## config.mk

```make
export PLATFORM = sky130hd
export DESIGN_NAME = angle_pulse_capture
export DESIGN_NICKNAME = d
export VERILOG_FILES = /design/src/rtl/apc_pkg.sv /design/src/rtl/apc_sync_edge.sv /design/src/rtl/apc_tick_counter.sv /design/src/rtl/apc_result_bank.sv /design/src/rtl/angle_pulse_capture.sv
export SDC_FILE = /design/constraint.sdc
export NUM_CORES = 1
export LEC_CHECK = 0
export CORE_MARGIN = 3
export CORE_UTILIZATION = 45
export CTS_BUF_LIST = sky130_fd_sc_hd__clkbuf_4
export CTS_CLUSTER_SIZE = 30
export DETAILED_ROUTE_END_ITERATION = 10
export GPL_ROUTABILITY_DRIVEN = 0
export PLACE_DENSITY = 0.69
export SKIP_CTS_REPAIR_TIMING = 1
export SLEW_MARGIN = 25
export SYNTH_ARGS = -nofsm -noshare
export SYNTH_HDL_FRONTEND = slang
export SYNTH_SLANG_ARGS = --single-unit
```

## constraint.sdc

```tcl
create_clock -name clk -period 3.2 [get_ports clk]
set_input_delay 0.64 -clock clk [delete_from_list [all_inputs] [get_ports clk]]
set_output_delay 0.64 -clock clk [all_outputs]
set_load 0.03 [all_outputs]
```

## src/rtl/apc_pkg.sv

```systemverilog
package apc_pkg;

  // Angular distance from a0 forward to a1 on a cycle of length cyc.
  function automatic logic [31:0] wrap_span(input logic [31:0] a0,
                                            input logic [31:0] a1,
                                            input logic [31:0] cyc);
    logic [31:0] r;
    if (a1 >= a0) r = a1 - a0;
    else          r = (a1 + cyc) - a0;
    return r;
  endfunction

  // Increment that sticks at lim.
  function automatic logic [31:0] sat_inc(input logic [31:0] v,
                                          input logic [31:0] lim);
    logic [31:0] r;
    if (v >= lim) r = lim;
    else          r = v + 32'd1;
    return r;
  endfunction

endpackage

```

## src/rtl/apc_sync_edge.sv

```systemverilog
module apc_sync_edge #(
  parameter int STAGES = 2
) (
  input  logic clk,
  input  logic rst_n,
  input  logic d_async,
  output logic level,
  output logic rise,
  output logic fall
);
  logic [STAGES-1:0] sync_q;
  logic              prev_q;

  always_ff @(posedge clk or negedge rst_n) begin
    if (!rst_n) begin
      sync_q <= '0;
      prev_q <= 1'b0;
    end else begin
      sync_q <= {sync_q[STAGES-2:0], d_async};
      prev_q <= sync_q[STAGES-1];
    end
  end

  assign level = sync_q[STAGES-1];
  assign rise  = level & ~prev_q;
  assign fall  = ~level & prev_q;

  AST_EDGE_NEEDS_HISTORY: assert property (@(posedge clk) disable iff (!rst_n)
    fall |-> $past(sync_q[STAGES-1]) && !sync_q[STAGES-1]);
endmodule

```

## src/rtl/apc_tick_counter.sv

```systemverilog
module apc_tick_counter #(
  parameter int W = 12
) (
  input  logic         clk,
  input  logic         rst_n,
  input  logic         start,
  input  logic         run,
  output logic [W-1:0] count
);
  import apc_pkg::*;
  localparam logic [W-1:0] MAX = '1;

  always_ff @(posedge clk or negedge rst_n) begin
    if (!rst_n)     count <= '0;
    else if (start) count <= W'(1);
    else if (run)   count <= W'(sat_inc(32'(count), 32'(MAX)));
  end

  AST_TICK_SATURATES: assert property (@(posedge clk) disable iff (!rst_n)
    run && !start && count == MAX |=> count == MAX);
  AST_TICK_MONOTONIC: assert property (@(posedge clk) disable iff (!rst_n)
    run && !start |=> count >= $past(count));
endmodule

```

## src/rtl/apc_result_bank.sv

```systemverilog
module apc_result_bank #(
  parameter int AW = 13,
  parameter int TW = 12
) (
  input  logic          clk,
  input  logic          rst_n,
  input  logic          capture,
  input  logic          ack,
  input  logic [AW-1:0] start_d,
  input  logic [AW-1:0] end_d,
  input  logic [AW-1:0] span_d,
  input  logic [TW-1:0] ticks_d,
  output logic          valid,
  output logic [AW-1:0] start_q,
  output logic [AW-1:0] end_q,
  output logic [AW-1:0] span_q,
  output logic [TW-1:0] ticks_q
);
  always_ff @(posedge clk or negedge rst_n) begin
    if (!rst_n) begin
      start_q <= '0;
      end_q   <= '0;
      span_q  <= '0;
      ticks_q <= '0;
    end else if (capture) begin
      start_q <= start_d;
      end_q   <= end_d;
      span_q  <= span_d;
      ticks_q <= ticks_d;
    end
  end

  always_ff @(posedge clk or negedge rst_n) begin
    if (!rst_n)       valid <= 1'b0;
    else if (capture) valid <= 1'b1;
    else if (ack)     valid <= 1'b0;
  end

  AST_VALID_ON_CAPTURE: assert property (@(posedge clk) disable iff (!rst_n)
    capture |=> valid);
  AST_ACK_CLEARS: assert property (@(posedge clk) disable iff (!rst_n)
    ack && !capture |=> !valid);
  AST_HOLD_RESULTS: assert property (@(posedge clk) disable iff (!rst_n)
    !capture |=> $stable(start_q) && $stable(end_q) && $stable(span_q) && $stable(ticks_q));
endmodule

```

## src/rtl/angle_pulse_capture.sv

```systemverilog
module angle_pulse_capture #(
  parameter int ANGLE_W     = 13,
  parameter int CYCLE_UNITS = 3600,
  parameter int TICK_W      = 12
) (
  input  logic               clk,
  input  logic               rst_n,
  input  logic               pulse_in,
  input  logic [ANGLE_W-1:0] angle_in,
  input  logic               four_stroke,
  input  logic               ack,
  output logic               valid,
  output logic [ANGLE_W-1:0] start_angle,
  output logic [ANGLE_W-1:0] end_angle,
  output logic [ANGLE_W-1:0] span_angle,
  output logic [TICK_W-1:0]  tick_count
);
  import apc_pkg::*;
  localparam int CYCLE_4S = 2 * CYCLE_UNITS;

  logic               pulse_lvl;
  logic               rise_evt;
  logic               fall_evt;
  logic [ANGLE_W-1:0] start_hold_q;
  logic [TICK_W-1:0]  ticks_run;
  logic [31:0]        cycle_len;
  logic [ANGLE_W-1:0] span_now;

  apc_sync_edge #(.STAGES(2)) u_sync (
    .clk(clk), .rst_n(rst_n), .d_async(pulse_in),
    .level(pulse_lvl), .rise(rise_evt), .fall(fall_evt)
  );

  apc_tick_counter #(.W(TICK_W)) u_ticks (
    .clk(clk), .rst_n(rst_n), .start(rise_evt), .run(pulse_lvl),
    .count(ticks_run)
  );

  always_ff @(posedge clk or negedge rst_n) begin
    if (!rst_n)        start_hold_q <= '0;
    else if (rise_evt) start_hold_q <= angle_in;
  end

  assign cycle_len = four_stroke ? 32'(CYCLE_4S) : 32'(CYCLE_UNITS);
  assign span_now  = ANGLE_W'(wrap_span(32'(start_hold_q), 32'(angle_in), cycle_len));

  apc_result_bank #(.AW(ANGLE_W), .TW(TICK_W)) u_bank (
    .clk(clk), .rst_n(rst_n), .capture(fall_evt), .ack(ack),
    .start_d(start_hold_q), .end_d(angle_in), .span_d(span_now), .ticks_d(ticks_run),
    .valid(valid), .start_q(start_angle), .end_q(end_angle),
    .span_q(span_angle), .ticks_q(tick_count)
  );

  AST_SPAN_BELOW_CYCLE: assert property (@(posedge clk) disable iff (!rst_n)
    valid |-> 32'(span_angle) < 32'(CYCLE_4S));
  AST_START_FROM_RISE: assert property (@(posedge clk) disable iff (!rst_n)
    rise_evt |=> start_hold_q == $past(angle_in));
  AST_TICKS_NONZERO: assert property (@(posedge clk) disable iff (!rst_n)
    fall_evt |=> tick_count != '0);
  AST_END_FROM_FALL: assert property (@(posedge clk) disable iff (!rst_n)
    fall_evt |=> end_angle == $past(angle_in));
endmodule

```

After elaboration in Yosys (flattened, before gate mapping) --
Index checks and enable logic that the tools add are counted.
Storage, ports and cells: register bits after elaboration 80, input port bits 18, output and inout bits 52, word-level logic and storage cells 28
Cells by class: add/subtract/negate cells 4, magnitude comparators 2, multiplexer cells 7, bitwise operators 4, reductions and logical operators 2
Operator list (number):
- 12-bit 2-to-1 mux | 3
- 13-bit 2-to-1 mux | 2
- 13-bit subtractor | 2
- 13-bit adder | 1
- 13-bit >= comparator | 1
- 12-bit by 1-bit adder with 12-bit output, second input constant | 1
- 12-bit >= comparator, second input constant | 1
- 2-bit nonzero test | 2
- 1-bit bitwise AND | 2
- 1-bit 2-to-1 mux | 2
- 1-bit inverter | 2

Logic depth before layout (Yosys ltp) --
Gate-level depths: netlist of run 1.
depth after elaboration 4, mapped depth 13, mapped depth without buffers 13

Cells and area by module --
A second synthesis of run 1 with hierarchy kept.
Second synthesis, totals: cell total of the unflattened synthesis 426, area, all modules 4833.4 µm²
By module, submodules not included:
- apc_result_bank | instances 1, cells each 111, area each 2182.1 µm², sequential area each 1301.2 µm²
- angle_pulse_capture | instances 1, cells each 238, area each 1898.1 µm², sequential area each 325.3 µm²
- apc_tick_counter | instances 1, cells each 72, area each 663.1 µm², sequential area each 300.3 µm²
- apc_sync_edge | instances 1, cells each 5, area each 90.1 µm², sequential area each 75.1 µm²

Least setup slack after synthesis of run 1 --
Ideal clock, no wire load.
path kind input -> register, start point in angle_in[5], end point reg u_bank.span_q[12], library setup time 132 ps, data arrival time 2666 ps, required time 3068 ps, path slack 402 ps, cell stages on the path 11, buffers on the path 0, path through inv_1 > fa_1 > inv_1 > ha_1 > a21oi_1 > o31ai_2 > o311ai_1 > a311oi_2 > xnor2_1 > mux2i_1 > o21ai_1
Between the ends: word-level cells in the longest chain between the ends 3, elaborated cells on any way between the ends 5, classes of those cells 3 x add/sub; 1 x order compare; 1 x mux
RTL lines:
- start: declaration | RTL line angle_pulse_capture.sv:9 | input logic [ANGLE_W-1:0] angle_in,
- 13-bit adder | RTL line apc_pkg.sv:9 | else r = (a1 + cyc) - a0;
- 13-bit subtractor | RTL line apc_pkg.sv:9
- 13-bit 2-to-1 mux * | RTL line apc_pkg.sv:8 | if (a1 >= a0) r = a1 - a0;
- end signal: assignment | RTL line apc_result_bank.sv:28 | span_q <= span_d;
- end: declaration | RTL line apc_result_bank.sv:16 | output logic [AW-1:0] span_q,
Every way passes the cells marked *; elsewhere a longest branch is shown, timed or not. A chain may end at the register's enable or synchronous reset.

Worst setup path in the final report of run 1 --
start point in angle_in[5], end point reg u_bank.span_q[7]
Same word-level chain as after synthesis.

==> summary.md, run 1 <==
| Metric | Value |
|---|---|
| CP Max Fanout | `3` |
| Peak supply drop | `0.0002408 V` |
| CTS tree | `yes` |
| Worst path required time | `3.47 ns` |
| DR iter-0 viols | `266` |
| DRC violations left | `0` |
| Slew @ Worst Pin | `0.7742 ns` |
| Layout cells sized above 1 | `10.52%` |
| Drt pass-1 iters | `6` |
| Met3 Use GR | `3.612%` |
| Post-synth EDFFs | `0` |
| Leak | `2.662 nW` |
| Most frequent cells in the layout | `80 x dfrtp_1, 72 x nand2_1, 68 x clkdlybuf4s50_1, 60 x o21ai_1, 46 x inv_1` |
| CP top delay family | `buffers and inverters` |
| Logic pwr share | `44.7%` |
| Sequential share of power | `38.0%` |
| Clock sinks | `80` |
| Die Wd | `107.0 µm` |
| Gr busiest metal | `met1` |
| Crit end category | `register` |
| Post-synth ARST share | `100.0%` |
| Inserted Clock Buffers | `9` |
| Avg Inst Size Synth | `9.552 µm²` |
| Via count | `3717` |
| Max Freq | `328.7 MHz` |
| Ys flop type | `dfrtp_1` |
| Clock power share | `17.3%` |
| Clk pin slew, worst setup/hold paths | `0.12 ns` |
| Cell Rows | `36` |
| Area grow syn2layout | `24.32%` |
| Nets@finish | `631` |
| Layout Skew | `0.01467 ns` |
| Global-route wire length before repair | `17860 µm` |
| Crit-path cells | `clkdlybuf4s50_1 > inv_1 > fa_1 > inv_1 > ha_1 > buf_4 > o211a_1 > o21ai_1 > nand2_1 > buf_4 > xnor2_1 > nor2_1 > a31oi_1 > o21ai_1` |
| Top cell type's share of synthesized area | `43.57%` |
| # fillers | `883` |
| Sw power | `1.260 mW` |
| Num ports | `70` |
| Setup CP Type | `in2reg` |
| Clk Latency, worst-skew pair | `0.42 ns` |
| RR Startpoint | `start_hold_q[1]` |
| Hold crit path type | `in2async` |
| Starting Density | `46.58%` |
| Outcome | `finished, final reports clean` |
| Slowest-stage cell, CP | `fa_1` |
| Yosys warnings | `0` |
| Vias in the first global route | `3628` |
| Net Count, Synth | `535` |
| FF+latch count, synth | `80` |
| Max clock buf depth | `2` |
| Critical path origin | `angle_in[5]` |
| CTS root buf | `clkbuf_4` |
| Internal power | `2.045 mW` |
| Syn Std Cell Area | `4594 µm²` |
| Hold Fails Final Rpt | `0` |
| Die Area | `11460 µm²` |
| Via density | `5.213` |
| Tcrit/Tclk final | `95.06%` |
| Bufs and invs on worst path | `5` |
| PwrDens | `578.6 nW/µm²` |
| Post-synth top area cell | `dfrtp_1` |
| GR Util met2 | `28.91%` |
| Largest net degree at the start of global routing | `81` |
| Commonest non-fill, non-tap cell in the layout | `dfrtp_1` |
| Setup Viol. Count Final | `0` |
| Post-route ant nets | `0` |
| Cell variety after synth | `55` |
| Switching share of power | `38.13%` |
| Min cycle time layout | `3.042 ns` |
| GRT Total Usage | `19.25%` |
| Max_cap viols | `0` |
| Core ar. | `9864 µm²` |
| PortBufs | `69` |
| Post-DP HPWL | `7705 µm` |
| H-tree depth | `3` |
| Minimum hold slack | `0.2124 ns` |
| RSZ-0062 raised after global routing | `no` |
| Synth area leaders | `dfrtp_1 44%, ha_1 7.4%, o21ai_1 6.4%` |
| Normalized max-slew margin | `48.39%` |
| Initial antenna violation count | `0` |
| Startpoint Class | `primary input` |
| WL/cell | `14.37 µm` |
| GRT met1 Usage | `29.10%` |
| Cells after synthesis | `481` |
| Register area share after synthesis | `43.57%` |
| Worst Path Arrival | `3.32 ns` |
| Ant. Diodes | `0` |
| Slew Limit Fails | `0` |
| Final worst slack | `0.1581 ns` |
| Dpl ws | `-0.3397 ns` |
| Gr ovfl total | `0` |
| Worst path max stage delay | `0.54 ns` |
| Util after Layout | `57.90%` |
| Drt total wl | `10240 µm` |
| Die height | `107.0 µm` |
## synth_stat cells (2+ instances only)
library cell,n
o21ai_1,59
buf_2,2
and3_1,3
mux2_1,17
buf_6,3
o31ai_1,3
clkbuf_1,12
nor3_1,3
nor2_1,19
mux2i_1,3
inv_1,46
nand4_1,5
o21bai_1,3
dfrtp_1,80
nor2b_1,4
a21oi_1,29
xor2_1,9
or2_1,2
o21a_1,2
ha_1,27
nand2b_1,3
a41oi_1,2
a211o_1,2
a31oi_1,6
o21ai_0,5
o211ai_1,2
nand3_1,10
a221oi_1,2
nand2_1,72
xnor2_1,9
a21oi_2,2
fa_1,9
o31a_1,2
buf_12,3
## final timing paths
path | to | slack [ns] | cells after the start
worst max-delay path | u_bank.span_q[7] | 0.16 | 14
worst min-delay path | u_bank.span_q[12] | 0.21 | 1
worst max register to register | u_bank.span_q[11] | 0.52 | 12
worst min register to register | u_sync.sync_q[1] | 0.37 | 0
max in group asynchronous | start_hold_q[5] | 2.46 | 1
min in group clk | u_sync.sync_q[1] | 0.37 | 0
## registers in the layout, indices dropped and copies added (netlist names)
signal / flops
u_bank.ticks_q: 12
u_sync.sync_q: 2
u_bank.end_q: 13
u_ticks.count: 12
u_bank.span_q: 13
u_sync.prev_q: 1
start_hold_q: 13
u_bank.start_q: 13
u_bank.valid: 1
## cell families (layout without fill, tap and decap cells)
kind of cell               after synthesis  after routing  synth area share [%]
muxes                                   21             21                 5.065
DFF                                     80             80                 43.57
adders and majority gates               36             36                 11.27
xor gates and xnor gates                18             18                 3.432
AOI/OAI and AO/OA                      133            133                 17.57
buffers and inverters                   67            166                 7.081
and+or+nand+nor                        126            126                 12.01
## metrics by stage
step                      power [mW]  cells  setup TNS [ns]  instance area, µm²
after floorplan                2.193    481               0                4594
after global placement         2.708    699         -0.8194                5578
after detailed placement       2.742    699          -1.431                5578
after CTS                      3.322    713               0                5700
after global routing           3.529    713               0                5712
final                          3.305    713               0                5712
## per-layer routing
layer  up-vias  part of all wire [%]
met1      1770                    50
met5         -                     0
met2        91                    44
li1       1846                     -
met4         0                   1.1
met3        10                   4.6
## power by group through the flow
stage / Clock (mW) / Combinational (mW) / Sequential [mW]
after floorplan: 0 / 0.689 / 1.50
after global placement: 0 / 1.44 / 1.27
after detailed placement: 0 / 1.46 / 1.28
after CTS: 0.591 / 1.47 / 1.26
after global routing: 0.634 / 1.61 / 1.28
final: 0.572 / 1.48 / 1.26
## area by class of cell
| type | instances | area [µm²] | share of cell area, % |
|---|---|---|---|
| inverter | 47 | 176.4 | 3.089 |
| multi-input combinational | 334 | 2282 | 39.96 |
| clock inverter | 4 | 47.55 | 0.8324 |
| clock buffer | 10 | 75.07 | 1.314 |
| sequential | 80 | 2002 | 35.05 |
| timing repair buffer | 105 | 962.2 | 16.85 |
| tap | 133 | 166.4 | 2.913 |
Power figures use the tool's default switching activity.
==> inputs of run 2 (changes only) <==
CTS_BUF_LIST = default   (was sky130_fd_sc_hd__clkbuf_4)
SYNTH_HIERARCHICAL = 1   (was default)
==> run 2 against run 1 <==
Setup slack about the same. Utilization up 2.1 points. Power up 19%. Die area up 4.9%. Register-to-register slack worse by 0.14 ns. Wire length up 2.5%. Flip-flop and latch count unchanged. Clock power up 42%. First-iteration DRC count down 28%. Combinational power up 21%. Largest cell class unchanged.
==> summary.md, run 2 <==
| Metric | Value |
|---|---|
| Outcome | `finished, final reports clean` |
| Top-count cell post-synth | `dfrtp_1` |
| Cell Rows | `37` |
| Total power draw | `3.928 mW` |
| Util after Layout | `60.04%` |
| PortBufs | `69` |
| Logic pwr share | `45.6%` |
| Slowest-stage cell, CP | `fa_2` |
| Inserted Clock Buffers | `9` |
| Internal power | `2.475 mW` |
| CP Max Fanout | `2` |
| Cells after synthesis | `426` |
| Vias in the first global route | `3615` |
| Max clock buf depth | `2` |
| Leak | `2.957 nW` |
| Worst Path Arrival | `3.32 ns` |
| Global-route wire length before repair | `17580 µm` |
| Max_cap viols | `0` |
| PwrDens | `631.0 nW/µm²` |
| Synth area leaders | `dfrtp_1 41%, mux2_4 15%, ha_1 7.0%` |
| Post-DP HPWL | `7829 µm` |
| Num ports | `70` |
| Commonest non-fill, non-tap cell in the layout | `dfrtp_1` |
| Cell Area, Placed | `5924 µm²` |
| Drt total wl | `10500 µm` |
| Clk pin slew, worst setup/hold paths | `0.10 ns` |
| Hold Fails Final Rpt | `0` |
| FF+latch count, synth | `80` |
| R2R Setup Slk | `0.38 ns` |
| Final Non-Filler Cells | `682` |
| Ant. Diodes | `0` |
| Ys flop type | `dfrtp_1` |
| Layout cells sized above 1 | `26.37%` |
| H-tree depth | `3` |
| Register area share after synthesis | `41.42%` |
| Core ar. | `10370 µm²` |
| Post-synth EDFFs | `0` |
| Normalized max-slew margin | `51.21%` |
| Peak supply drop | `0.0003076 V` |
| Min cycle time layout | `3.042 ns` |
| Slew Limit Fails | `0` |
| Drt pass-1 iters | `4` |
| Startpoint Class | `primary input` |
| CTS root buf | `clkbuf_8` |
| Hold crit path type | `in2async` |
| Cell variety after synth | `54` |
| Sequential share of power | `33.7%` |
| Clock sinks | `80` |
| Gr ovfl total | `0` |
| Via count | `3492` |
| Die Wd | `109.6 µm` |
| Setup CP Type | `in2reg` |
| Setup Viol. Count Final | `0` |
| Die Area | `12020 µm²` |
| Post-synth top area cell | `dfrtp_1` |
| Placed Cells incl. Taps | `666` |
| Area grow syn2layout | `28.81%` |
| Avg Inst Size Synth | `11.35 µm²` |
| Tcrit/Tclk final | `95.08%` |
| Yosys warnings | `6` |
| Max Freq | `328.7 MHz` |
| Crit-path cells | `clkdlybuf4s50_1 > ha_4 > fa_2 > a211oi_1 > buf_4 > o31ai_4 > o221ai_2 > a31oi_2 > xnor2_1 > mux2i_1 > xor2_1 > mux2_4` |
| Initial antenna violation count | `0` |
| Slew @ Worst Pin | `0.7318 ns` |
| DRC violations left | `0` |
| Worst path max stage delay | `0.54 ns` |
| CTS tree | `yes` |
| Bufs and invs on worst path | `2` |
| GRT Total Usage | `18.88%` |
| Largest net degree at the start of global routing | `81` |
| Clock power share | `20.7%` |
| Post-synth ARST share | `100.0%` |
| Syn Std Cell Area | `4833 µm²` |
| Via density | `5.120` |
| Layout Skew | `0.01314 ns` |
| Final instance area | `6226 µm²` |
| Post-synth top cells | `80 x dfrtp_1, 49 x mux2_4, 45 x inv_1` |
| Starting Density | `46.61%` |
| CP top delay family | `adder cells` |
| Post-route ant nets | `0` |
| Top cell type's share of synthesized area | `41.42%` |
| WL/cell | `15.40 µm` |
| Most frequent cells in the layout | `80 x dfrtp_1, 63 x clkdlybuf4s50_1, 49 x mux2_4, 46 x buf_4, 44 x inv_1` |
| Sw power | `1.454 mW` |
| Die height | `109.6 µm` |
| Worst path required time | `3.48 ns` |
| DR iter-0 viols | `191` |
| Net Count, Synth | `480` |
| Nets@finish | `595` |
| Switching share of power | `37.00%` |
| Clk Latency, worst-skew pair | `0.38 ns` |
| Crit end category | `register` |
==> run 2: cell count changes in the layout (fill, tap and decap cells not counted), sizes merged, moves of 5 or more <==
cell	change
nand2	-40
buf	+12
nor2	+9
clkdlybuf4s50	-5
xnor2	+5
o21ai	-38
dlymetal6s2s	+5
a21o	+5
nor3	+9
a21oi	-10
mux2	+35
==> run 2: final cells by class <==
| class | instances | area (µm²) |
|---|---|---|
| fill | 862 | 4144 |
| multi-input combinational | 288 | 2594 |
| sequential | 80 | 2002 |
| timing repair buffer | 117 | 1081 |
| tap | 136 | 170.2 |
| inverter | 45 | 168.9 |
| clock buffer | 9 | 123.9 |
| clock inverter | 7 | 86.33 |
==> run 2: worst paths after layout <==
| kind | startpoint | cells past startpoint | endpoint |
|---|---|---|---|
| worst max-delay path | angle_in[1] | 12 | u_bank/span_q[12] |
| worst min-delay path | rst_n | 1 | start_hold_q[5] |
| worst max register to register | start_hold_q[5] | 12 | u_bank/span_q[12] |
| worst min register to register | u_sync/sync_q[0] | 0 | u_sync/sync_q[1] |
| max in group asynchronous | rst_n | 1 | u_bank/span_q[7] |
| min in group clk | u_sync/sync_q[0] | 0 | u_sync/sync_q[1] |
==> run 2: routing by layer <==
metal | GRT usage [%] | up-vias | wire [µm]
met5 | 0 | - | 0
met4 | 6.589 | 0 | 248
met3 | 4.052 | 20 | 497
met2 | 30.99 | 88 | 5092
met1 | 24.72 | 1701 | 4662
li1 | - | 1683 | -
==> run 2: kinds of logic (layout without fill, tap and decap cells) <==
family / count (synthesis) / after routing / synth area share [%]
flip-flops: 80 / 80 / 41.42
AND/OR/NAND/NOR: 103 / 103 / 10.87
adder cells (fa/ha/maj): 36 / 36 / 10.72
buffers and inverters: 58 / 178 / 6.472
AO/OA/AOI/OAI: 71 / 71 / 9.734
XOR/XNOR: 21 / 21 / 3.805
multiplexers: 57 / 57 / 16.98
==> run 2: worst reg2reg max path, cell delays in order (launching register included) <==
cell,delay [ns]
dfrtp_1,0.43
fa_1,0.49
inv_1,0.06
ha_4,0.24
buf_4,0.13
a21oi_1,0.25
o31ai_4,0.14
o221ai_2,0.22
a31oi_2,0.12
xnor2_1,0.14
mux2i_1,0.09
xor2_1,0.15
mux2_4,0.26
==> run 2: metrics by stage <==
step / hold WS, ns / setup WS [ns] / TNS, ns
6_report: 0.2721 / 0.1576 / 0
3_5_place_dp: 0.3347 / -0.4803 / -3.633
5_1_grt: 0.3443 / -0.007895 / -0.007895
3_3_place_gp: 0.3327 / -0.4575 / -3.179
4_1_cts: 0.3579 / -0.09287 / -0.1087
2_1_floorplan: 0.3312 / 0.1242 / 0
==> run 2: power groups by stage <==
| stage | clock [mW] | sequential [mW] | combinational [mW] |
|---|---|---|---|
| after floorplan | 0 | 1.62 | 0.810 |
| after global placement | 0 | 1.34 | 1.72 |
| after detailed placement | 0 | 1.35 | 1.76 |
| after CTS | 0.833 | 1.33 | 1.76 |
| after global routing | 0.875 | 1.35 | 1.93 |
| final | 0.812 | 1.33 | 1.79 |
==> inputs of run 3 (changes only) <==
GPL_ROUTABILITY_DRIVEN = default   (was 0)
REMOVE_ABC_BUFFERS = 1   (was default)
==> run 3 against run 2 <==
Non-clock buffer count is 2 lower. Maximum frequency down 0.95%. Combinational power barely moved. Critical path type unchanged.
==> summary.md, run 3 (synthesized netlist as in run 2, its figures left out) <==
| Metric | Value |
|---|---|
| Slew @ Worst Pin | `0.7282 ns` |
| RR Startpoint | `start_hold_q[1]` |
| Die Area | `12020 µm²` |
| Layout cells sized above 1 | `25.92%` |
| Peak supply drop | `0.0002822 V` |
| Vias in the first global route | `3450` |
| Gr ovfl total | `0` |
| R2R Setup Slk | `0.36 ns` |
| Post-DP HPWL | `7379 µm` |
| Dpl ws | `-0.5089 ns` |
| Commonest non-fill, non-tap cell in the layout | `dfrtp_1` |
| Die Wd | `109.6 µm` |
| Setup Viol. Count Final | `0` |
| Clk Latency, worst-skew pair | `0.37 ns` |
| Tcrit/Tclk final | `95.99%` |
| Setup CP Type | `in2reg` |
| Core ar. | `10370 µm²` |
| CP endpoint | `u_bank/span_q[8]` |
| Cell Rows | `37` |
| Worst r2r dst | `u_bank/span_q[8]` |
| Leak | `2.947 nW` |
| Minimum hold slack | `0.2901 ns` |
| Starting Density | `46.61%` |
| Normalized max-slew margin | `51.45%` |
| Initial antenna violation count | `0` |
| Ant. Diodes | `0` |
| PwrDens | `626.7 nW/µm²` |
| GRT Total Usage | `17.92%` |
| Max_cap viols | `0` |
| DR iter-0 viols | `157` |
| Area grow syn2layout | `28.22%` |
| Crit end category | `register` |
| Placed Cells incl. Taps | `663` |
| Worst path required time | `3.45 ns` |
| # fillers | `874` |
| Crit-path cells | `clkdlybuf4s50_1 > ha_1 > fa_2 > or3_4 > o22ai_4 > o21ai_2 > a21oi_2 > o21ai_4 > buf_12 > nor2_1 > a21oi_1 > mux2_4` |
| Drt total wl | `10030 µm` |
| Drt pass-1 iters | `4` |
| Hold crit path type | `in2async` |
| Post-route ant nets | `0` |
| Clock sinks | `80` |
| Clk pin slew, worst setup/hold paths | `0.08 ns` |
| Die height | `109.6 µm` |
| Via count | `3392` |
| H-tree depth | `3` |
| Worst path max stage delay | `0.44 ns` |
| Nets@finish | `593` |
| Final worst slack | `0.1284 ns` |
| Slowest-stage cell, CP | `clkdlybuf4s50_1` |
| Startpoint Class | `primary input` |
| Num ports | `70` |
| Outcome | `finished, final reports clean` |
| Global-route wire length before repair | `16730 µm` |
| GPL Wtd Cong | `0.8550` |
| CTS tree | `yes` |
| Largest net degree at the start of global routing | `81` |
| PortBufs | `69` |
| CTS root buf | `clkbuf_8` |
| WL/cell | `14.75 µm` |
| Via density | `4.988` |
| Critical path origin | `angle_in[1]` |
| Worst Path Arrival | `3.32 ns` |
| Layout Skew | `0.009954 ns` |
| CP Max Fanout | `17` |
| Max Freq | `325.6 MHz` |
| Final Non-Filler Cells | `680` |
| Min cycle time layout | `3.072 ns` |
| Max clock buf depth | `2` |
| Total power draw | `3.884 mW` |
| Inserted Clock Buffers | `9` |
| DRC violations left | `0` |
| Slew Limit Fails | `0` |
| Fin Setup TNS | `0 ns` |
| Hold Fails Final Rpt | `0` |
| Most frequent cells in the layout | `80 x dfrtp_1, 63 x clkdlybuf4s50_1, 49 x mux2_4, 44 x inv_1, 44 x buf_4` |
| Reg2Reg Depth | `12` |
[run 3: how the worst min path moves through the flow]
stage / from / endpoint / cells past startpoint
finish: rst_n / u_bank/end_q[7] / 1
floorplan: u_sync/sync_q[0] / u_sync/sync_q[1] / 0
detailed placement: u_sync/sync_q[0] / u_sync/sync_q[1] / 0
global placement: u_sync/sync_q[0] / u_sync/sync_q[1] / 0
CTS: u_sync/sync_q[0] / u_sync/sync_q[1] / 0
global route: rst_n / u_bank/span_q[2] / 1
[run 3: stage by stage]
stage / util (%) / cell area [µm²]
floorplan: - / 4690
global placement: 57.03 / 5914
detailed placement: 57.03 / 5914
CTS: 59.01 / 6120
global route: 59.76 / 6197
finish: 59.76 / 6197
[run 3: layout make-up]
type / count / area [µm²] / area share [%]
flip-flops and latches: 80 / 2002 / 32.30
inverters: 45 / 168.9 / 2.726
multi-input cells: 288 / 2576 / 41.57
repair buffers: 115 / 1075 / 17.34
well taps: 136 / 170.2 / 2.746
clock buffers: 11 / 141.4 / 2.281
clock inverters: 5 / 63.81 / 1.030
[run 3: critical path, delay by kind of cell]
family,cells,cell delay (ns)
simple gates,2,0.52
buf+inv,2,0.60
fa+ha+maj,2,0.59
compound gates,5,0.69
mux,1,0.25
[run 3: routing by layer]
metal / part of all wire, % / track usage, %
met5: 0 / 0
met4: 1.5 / 6.322
met2: 48 / 27.68
met1: 47 / 24.84
met3: 3.7 / 3.993
[run 3: power by group]
part | internal [mW] | switching (mW) | total, mW
Combinational | 0.898 | 0.880 | 1.78
Clock | 0.389 | 0.395 | 0.784
Sequential | 1.19 | 0.128 | 1.32
Total | 2.48 | 1.40 | 3.88
